===== config.mk =====
export PLATFORM = sky130hd
export DESIGN_NAME = rule_scheduler
export DESIGN_NICKNAME = d
export VERILOG_FILES = /design/src/rtl/sched_pkg.sv /design/src/rtl/sched_arbiter.sv /design/src/rtl/sched_regbank.sv /design/src/rtl/rule_scheduler.sv
export SDC_FILE = /design/constraint.sdc
export NUM_CORES = 1
export LEC_CHECK = 0
export CORE_ASPECT_RATIO = 1.25
export CORE_MARGIN = 2
export CORE_UTILIZATION = 41
export CTS_BUF_LIST = sky130_fd_sc_hd__clkbuf_16
export CTS_CLUSTER_SIZE = 20
export DETAILED_ROUTE_END_ITERATION = 16
export DONT_BUFFER_PORTS = 1
export PLACE_DENSITY = 0.65
export REMOVE_ABC_BUFFERS = 1
export SLEW_MARGIN = 15
export SYNTH_ARGS = -nofsm -noshare
export SYNTH_HDL_FRONTEND = slang
export SYNTH_SLANG_ARGS = --single-unit
export TNS_END_PERCENT = 20

===== constraint.sdc =====
create_clock -name clk -period 3.55 [get_ports clk]
set_clock_uncertainty 0.1 [all_clocks]
set_input_delay 0.355 -clock clk [delete_from_list [all_inputs] [get_ports clk]]
set_output_delay 0.355 -clock clk [all_outputs]
set_load 0.03 [all_outputs]

===== src/rtl/sched_pkg.sv =====
package sched_pkg;

  localparam int MAX_RULES = 16;
  localparam int MAX_SQ    = MAX_RULES * MAX_RULES;

  typedef enum logic {ARB_FIXED = 1'b0, ARB_ROUND = 1'b1} arb_kind_e;

  // Connected components of the conflict graph. Bit g*n+i is set when rule i
  // belongs to the group led by rule g (the lowest index in its component).
  function automatic logic [MAX_SQ-1:0] group_members(input int n,
                                                      input logic [MAX_SQ-1:0] conf);
    logic [MAX_SQ-1:0] reach;
    logic [MAX_SQ-1:0] memb;
    int lead;
    reach = '0;
    memb  = '0;
    for (int i = 0; i < n; i++)
      for (int j = 0; j < n; j++)
        reach[i*MAX_RULES+j] = (i == j) || conf[i*n+j] || conf[j*n+i];
    for (int k = 0; k < n; k++)
      for (int i = 0; i < n; i++)
        for (int j = 0; j < n; j++)
          if (reach[i*MAX_RULES+k] && reach[k*MAX_RULES+j])
            reach[i*MAX_RULES+j] = 1'b1;
    for (int i = 0; i < n; i++) begin
      lead = i;
      for (int j = n - 1; j >= 0; j--)
        if (reach[i*MAX_RULES+j]) lead = j;
      memb[lead*n+i] = 1'b1;
    end
    return memb;
  endfunction

endpackage


===== src/rtl/sched_arbiter.sv =====
module sched_arbiter #(
  parameter int                  N    = 4,
  parameter sched_pkg::arb_kind_e KIND = sched_pkg::ARB_FIXED
) (
  input  logic         clk,
  input  logic         rst,
  input  logic [N-1:0] req,
  output logic [N-1:0] grant
);
  localparam int PTR_W = (N > 1) ? $clog2(N) : 1;

  logic [PTR_W-1:0] ptr_q;
  logic [PTR_W-1:0] hit_idx;
  logic             hit;

  // Search upward from the pointer with wrap; a fixed-priority instance
  // keeps its pointer parked at 0, which makes the search lowest-index-first.
  always_comb begin
    grant   = '0;
    hit     = 1'b0;
    hit_idx = '0;
    for (int k = 0; k < N; k++) begin
      int idx;
      idx = int'(ptr_q) + k;
      if (idx >= N) idx = idx - N;
      if (!hit && req[idx]) begin
        hit        = 1'b1;
        grant[idx] = 1'b1;
        hit_idx    = PTR_W'(idx);
      end
    end
  end

  always_ff @(posedge clk) begin
    if (rst)
      ptr_q <= '0;
    else if (KIND == sched_pkg::ARB_ROUND && hit)
      ptr_q <= (hit_idx == PTR_W'(N - 1)) ? '0 : hit_idx + 1'b1;
  end

endmodule


===== src/rtl/sched_regbank.sv =====
module sched_regbank #(
  parameter int                 N       = 4,
  parameter int                 R       = 2,
  parameter int                 W       = 8,
  parameter logic [N*N-1:0]     SEQ     = '0,
  parameter logic [R*N-1:0]     WRITERS = '0,
  parameter logic [R*W-1:0]     INIT    = '0
) (
  input  logic             clk,
  input  logic             rst,
  input  logic [N-1:0]     fire,
  input  logic [N*R*W-1:0] rule_data,
  output logic [R-1:0]     reg_we,
  output logic [R*W-1:0]   reg_q
);

  for (genvar r = 0; r < R; r++) begin : g_reg
    localparam logic [N-1:0] WMASK = WRITERS[r*N +: N];

    logic [N-1:0] sel;
    logic [W-1:0] nxt;
    logic [W-1:0] q;

    // A fired writer is dropped when a later-ordered writer also fires.
    always_comb begin
      nxt = '0;
      for (int i = 0; i < N; i++) begin
        sel[i] = fire[i] & WMASK[i] & ~(|(fire & WMASK & SEQ[i*N +: N]));
        if (sel[i]) nxt = nxt | rule_data[(i*R+r)*W +: W];
      end
    end

    assign reg_we[r] = |(fire & WMASK);

    always_ff @(posedge clk) begin
      if (rst)            q <= INIT[r*W +: W];
      else if (reg_we[r]) q <= nxt;
    end

    assign reg_q[r*W +: W] = q;
  end

endmodule


===== src/rtl/rule_scheduler.sv =====
module rule_scheduler #(
  parameter int                            N_RULES        = 4,
  parameter int                            N_REGS         = 2,
  parameter int                            DATA_W         = 8,
  parameter logic [N_RULES*N_RULES-1:0]    CONFLICT       = 16'h4812,
  parameter logic [N_RULES*N_RULES-1:0]    SEQ_ORDER      = 16'h008C,
  parameter logic [N_REGS*N_RULES-1:0]     WRITERS        = 8'hAD,
  parameter logic [N_REGS*DATA_W-1:0]      INIT_VAL       = 16'h2211,
  parameter logic [N_RULES-1:0]            ARB_ROUND_MASK = 4'b0001
) (
  input  logic                              clk,
  input  logic                              rst,
  input  logic [N_RULES-1:0]                can_fire,
  input  logic [N_RULES*N_REGS*DATA_W-1:0]  rule_data,
  output logic [N_RULES-1:0]                will_fire,
  output logic [N_REGS-1:0]                 reg_we,
  output logic [N_REGS*DATA_W-1:0]          reg_q
);
  localparam logic [sched_pkg::MAX_SQ-1:0] GRP_ALL =
    sched_pkg::group_members(N_RULES, sched_pkg::MAX_SQ'(CONFLICT));

  logic [N_RULES-1:0] grants [N_RULES];

  // One arbiter slot per possible group leader; empty slots never grant.
  for (genvar g = 0; g < N_RULES; g++) begin : g_grp
    localparam logic [N_RULES-1:0] MEMB = GRP_ALL[g*N_RULES +: N_RULES];
    if (ARB_ROUND_MASK[g]) begin : g_rr
      sched_arbiter #(.N(N_RULES), .KIND(sched_pkg::ARB_ROUND)) i_arb (
        .clk(clk), .rst(rst), .req(can_fire & MEMB), .grant(grants[g]));
    end else begin : g_fp
      sched_arbiter #(.N(N_RULES), .KIND(sched_pkg::ARB_FIXED)) i_arb (
        .clk(clk), .rst(rst), .req(can_fire & MEMB), .grant(grants[g]));
    end
  end

  always_comb begin
    will_fire = '0;
    for (int g = 0; g < N_RULES; g++) will_fire = will_fire | grants[g];
  end

  sched_regbank #(
    .N(N_RULES), .R(N_REGS), .W(DATA_W),
    .SEQ(SEQ_ORDER), .WRITERS(WRITERS), .INIT(INIT_VAL)
  ) i_bank (
    .clk(clk), .rst(rst), .fire(will_fire), .rule_data(rule_data),
    .reg_we(reg_we), .reg_q(reg_q)
  );

endmodule


Yosys cells after proc, flatten, opt, wreduce, memory -nomap -nowiden
Cells that the tools add are included.
{"block": "word_totals", "register_bits": 18, "latchBits": 0, "ramBits": 0, "romBits": 0, "in_bits": 70, "out_inout_bits": 22, "elab_cells": 95, "memories": 0}
{"block": "op_classes", "add_sub_neg": 8, "n_mul": 0, "n_div": 0, "order_cmp": 12, "n_eq_ne": 1, "shift": 0, "mux": 45, "n_bitwise": 11, "reduce_logical": 15}
{"cell": "32-bit by 1-bit greater-or-equal comparator with 1-bit output (second input constant)", "n": 4}
{"cell": "32-bit by 4-bit less-than comparator with 1-bit output (second input constant)", "n": 4}
{"cell": "32-bit 2-to-1 mux", "n": 4}
{"cell": "32-bit by 4-bit greater-or-equal comparator with 1-bit output (second input constant)", "n": 3}
{"cell": "32-bit by 4-bit subtractor with 32-bit output (second input constant)", "n": 3}
{"cell": "8-bit 2-to-1 mux", "n": 5}
{"cell": "8-bit bitwise OR", "n": 3}
{"cell": "4-bit 2-to-1 mux", "n": 5}
{"cell": "1-bit 2-to-1 mux", "n": 17}
{"cell": "4-bit bitwise OR", "n": 4}
{"cell": "2-bit 2-to-1 mux", "n": 5}
{"cell": "1-bit binary-select mux with 2-bit select", "n": 4}
{"cell": "1-bit demux with 2-bit select", "n": 4}
{"cell": "1-bit logical AND", "n": 8}
{"cell": "2-bit by 2-bit adder with 3-bit output (second input constant)", "n": 2}
{"cell": "1-bit logical NOT", "n": 4}
{"cell": "2-bit OR reduction", "n": 2}
{"cell": "2-bit by 3-bit subtractor with 4-bit output (second input constant)", "n": 1}
{"cell": "2-bit by 1-bit adder with 3-bit output (second input constant)", "n": 1}
{"cell": "2-bit by 3-bit greater-or-equal comparator with 1-bit output (second input constant)", "n": 1}
{"cell": "3-bit 2-to-1 mux", "n": 1}
{"cell": "3-bit OR reduction", "n": 1}
{"cell": "2-bit by 1-bit adder with 2-bit output (second input constant)", "n": 1}
{"cell": "1-bit bitwise AND", "n": 2}
{"cell": "2 further kinds", "n": 3}

Longest topological paths before layout
{"block": "logic_depth", "ltp_word": 24, "depth_mapped": 11}

Hierarchy
From an unflattened synthesis, not the netlist that was laid out.
{"block": "unflattened", "hier_cells": 199, "hier_area_um2": 1716.6}
{"mod": "sched_regbank", "instances": 1, "cells_per_inst": 84, "area_per_inst_um2": 799.5, "seq_area_each_um2": 320.3}
{"mod": "sched_arbiter at g_grp[0].g_rr.i_arb", "instances": 1, "cells_per_inst": 98, "area_per_inst_um2": 774.5, "seq_area_each_um2": 40.0}
{"mod": "sched_arbiter at g_grp[1].g_fp.i_arb ...", "instances": 3, "cells_per_inst": 4, "area_per_inst_um2": 36.3, "seq_area_each_um2": 0.0}
{"mod": "rule_scheduler", "instances": 1, "cells_per_inst": 5, "area_per_inst_um2": 33.8, "seq_area_each_um2": 0.0}

Least setup slack after synthesis
OpenSTA, ideal clock, no wires.
{"block": "synth_path", "path_kind": "register -> output", "startpoint": "reg g_grp[0].g_rr.i_arb.ptr_q[1]", "endpoint": "out reg_we[0]", "t_arrival_ns": 2.357, "required_ns": 3.095, "setup_slack_ns": 0.738, "stages_incl_launch_ff": 11, "n_path_buf": 2, "cell_sequence": "dfxtp_1 -> buf_2 -> inv_2 -> ha_1 -> nand2b_1 -> o221ai_1 -> a32oi_2 -> or2_1 -> buf_6 -> nor3_4 -> inv_2"}
{"block": "synth_between", "elab_chain_len": 17, "elab_cells_between_ends": 65, "classes_between": "7 x add/sub; 12 x order compare; 31 x mux; 4 x bitwise; 11 x reduce/logical"}
{"element": "start: declaration", "line": "sched_arbiter.sv:12", "text": "logic [PTR_W-1:0] ptr_q;"}
{"element": "start signal: assignment", "line": "sched_arbiter.sv:38", "text": "ptr_q <= (hit_idx == PTR_W'(N - 1)) ? '0 : hit_idx + 1'b1;"}
{"element": "branches (longest 14 deep; another with 32-bit by 4-bit subtractor with 32-bit output)"}
{"element": "4-bit 2-to-1 mux (*)", "line": "sched_arbiter.sv:26", "text": "if (!hit && req[idx]) begin"}
{"element": "4-bit bitwise OR (*)", "line": "rule_scheduler.sv:38", "text": "for (int g = 0; g < N_RULES; g++) will_fire = will_fire | grants[g];"}
{"element": "named net will_fire[2]", "line": "rule_scheduler.sv:15", "text": "output logic [N_RULES-1:0] will_fire,"}
{"element": "3-bit OR reduction (*)", "line": "sched_regbank.sv:33", "text": "assign reg_we[r] = |(fire & WMASK);"}
{"element": "end: declaration", "line": "rule_scheduler.sv:16", "text": "output logic [N_REGS-1:0] reg_we,"}
Mark *: on every way through the listed nets, which the timed path passes. The select of a mux whose other input is x is not followed.

Final worst setup path
Ends and elaborated chain as after synthesis.

==> reports/results.ini <==
[status]
status = completed

[layout]
layout_common_cells = 17 x dfxtp_1, 13 x nor2_1, 9 x mux2i_1
final_nets = 226
finalNonFillerCells = 185
area_growth_pct = 6.65
drive_gt1_frac = 0.236
mostFrequentLayoutCell = dfxtp_1
diodes = 0

[die]
start_util = 0.432
io_pins = 92
die_w_um = 56.1
dieArea_um2 = 3880
rows = 23
coreArea_um2 = 3220
die_y_um = 69.2

[grt]
antenna_found_initial = 0
grt_pass1_vias = 1177
grt_usage = 0.173
grt_pass1_wl_mm = 5.54
grt_max_degree = 19
grt-ovfl-total = 0

[detailed_routing]
drtIter0Drc = 34
drtPass1Iterations = 4
viasPerCell = 6.50
route.detailed.drc = 0
drtAntennaViolNets = 0
vias = 1202
wl_mm = 3.36
wl_per_cell_um = 18.2

[timing]
rsz0062_at_grt = false
period_needed_ns = 3.26
max_freq_mhz = 307
worst_slack_ns = 0.292
setup_viol = 0
final-hold-violation-count = 0
fin_setup_tns_ns = 0
maxSlewHeadroom = 0.693
maxSlewViolCount = 0
holdWs_ns = 0.0657
worst_pin_slew_ns = 0.457
fin_crit_sh = 0.918

[cts]
clockBufferDepth = 2
clk_latency_ns = 0.25
cts_sinks = 18
cts_max_level = 1
postCtsHoldBufs = 0
root_buffer = clkbuf_16
cts_buffers = 3
cts_tree = built
path_clk_slew_ns = 0.05

[setup_path]
critPathKind = reg2out
crit_end = reg_we[0]
crit_slowest_cell = dfxtp_1
r2r_cells = 9
cpMostUsedCell = inv_2
slowest_delay_ns = 0.60
regToRegStartpoint = g_grp[0].g_rr.i_arb.ptr_q[1]
crit_path_end_kind = output port
crit_path_start_kind = flop
r2r-end = i_bank.g_reg[0].q[1]
worstSetupPathDepth = 9
startpoint = g_grp[0].g_rr.i_arb.ptr_q[1]
path_delay_family = simple AND/OR/NAND/NOR gates
path_cells = inv_2, ha_1, nand2b_1, o221ai_2, a32oi_4, nor2_4, clkinv_2, nor3_4, inv_2
critPathMaxFanout = 14
arrival_ns = 2.80
r2r_slack_ns = 0.58
cp_data_required_time_ns = 3.09
crit_buf_inv = 3

[logic_synthesis]
synth.avg_cell_area_um2 = 9.28
syn_area_um2 = 1390
synth_flop_cell = dfxtp_1
synth-edff-count = 0
synth.yosys.warnings = 0
ys_seq_area_frac = 0.259
synthCells = 150
ys_async_sr_fraction = 0
synth-seq-cells = 18
ys_types = 46

[place]
place_ws_ns = 0.463
portBuffers = 0
dp_hpwl_mm = 2.59
gp_congestion = 0.857
place_inst = 181

[power_and_ir_drop]
powerDensity_nw_per_um2 = 506
vdd_drop_max_mv = 0.460
power_mw = 0.751
p_leak_nw = 0.540

[job]
drv_cap = 0

[min_path]
min_path_type = in2reg

==> how the worst min path moves through the flow <==
stage	start	end	slack, ns	cells after the start
6_report	rst	i_bank.g_reg[0].q[2]	0.07	1
5_1_grt	rst	i_bank.g_reg[0].q[2]	0.06	1
4_1_cts	rst	i_bank.g_reg[0].q[3]	0.06	1
3_5_place_dp	rst	i_bank.g_reg[0].q[3]	0.32	1
3_3_place_gp	rst	i_bank.g_reg[0].q[1]	0.32	1
2_1_floorplan	rst	i_bank.g_reg[0].q[1]	0.32	1
==> synthesized netlist by cell type, types with 2 or more instances <==
master,count,area [um^2]
o2111ai_1,4,35.0
o21ai_1,6,30.0
a21oi_1,2,10.0
mux2i_1,9,90.1
a221oi_2,6,90.1
a211oi_1,6,45.0
buf_2,3,15.0
clkbuf_1,2,7.51
a211o_1,2,17.5
a21o_1,3,22.5
o311ai_1,2,17.5
buf_4,3,22.5
buf_6,2,22.5
nand3b_1,3,22.5
nand4_1,3,18.8
o21ai_2,2,17.5
nand2b_1,2,12.5
inv_1,8,30.0
mux2_4,2,30.0
a22oi_1,7,52.6
nand3_1,3,15.0
nor2_1,13,48.8
inv_2,4,15.0
o211ai_1,2,15.0
dfxtp_1,18,360
nand2_1,2,7.51
o21ai_0,6,30.0
ha_1,7,87.6
==> cells by family after synthesis <==
logic type | after synthesis | synth area share
AOI/OAI and AO/OA | 54 | 0.336
muxes | 12 | 0.0961
and+or+nand+nor | 35 | 0.159
buffers and inverters | 24 | 0.0871
adders and majority gates | 7 | 0.0629
DFF | 18 | 0.259
==> cell type report <==
type / instances / area, um^2
Multi-Input combinational cell: 108 / 911
Timing Repair Buffer: 5 / 37.5
Inverter: 13 / 50.0
Clock inverter: 1 / 3.75
Tap cell: 37 / 46.3
Fill cell: 309 / 1740
Clock buffer: 3 / 75.1
Sequential cell: 18 / 362
==> worst register-to-register path: stages, from the launching register on <==
cell      delay [ns]
dfxtp_1         0.60
inv_2           0.20
ha_1            0.45
nand2b_1        0.18
o221ai_1        0.14
a32oi_2         0.30
or2_1           0.41
nor3_4          0.06
buf_4           0.18
a221oi_2        0.27
==> state kept, by name, indices dropped and copies added (netlist names), named ones only <==
signal / cells
i_bank.g.q: 16
g_grp.g_rr.i_arb.ptr_q: 1
==> power by group <==
group	switching, mW	internal, mW	leakage, nW
Combinational	0.134	0.0864	0.352
Sequential	0.0743	0.230	0.150
Clock	0.0765	0.150	0.0385
Total	0.285	0.466	0.540
==> what timing repair did <==
action / CTS / global route
gates resized for setup: 0 / 1
setup endpoints to repair: 0 / 1
buffers inserted: 0 / 0
==> stage by stage <==
step           utilization  instance area, um^2
2_1_floorplan            -                 1320
3_3_place_gp         0.436                 1410
3_5_place_dp         0.436                 1410
4_1_cts              0.460                 1480
5_1_grt              0.461                 1490
6_report             0.461                 1490
==> per-layer routing <==
metal | GRT usage | share of wire | up-vias
met1 | 0.219 | 0.39 | 578
met5 | 0 | 0 | -
met2 | 0.298 | 0.54 | 54
met3 | 0.0319 | 0.066 | 6
met4 | 0.0450 | 0.0092 | 0
li1 | - | - | 564
Note: power is estimated with default switching activity, not from simulation.
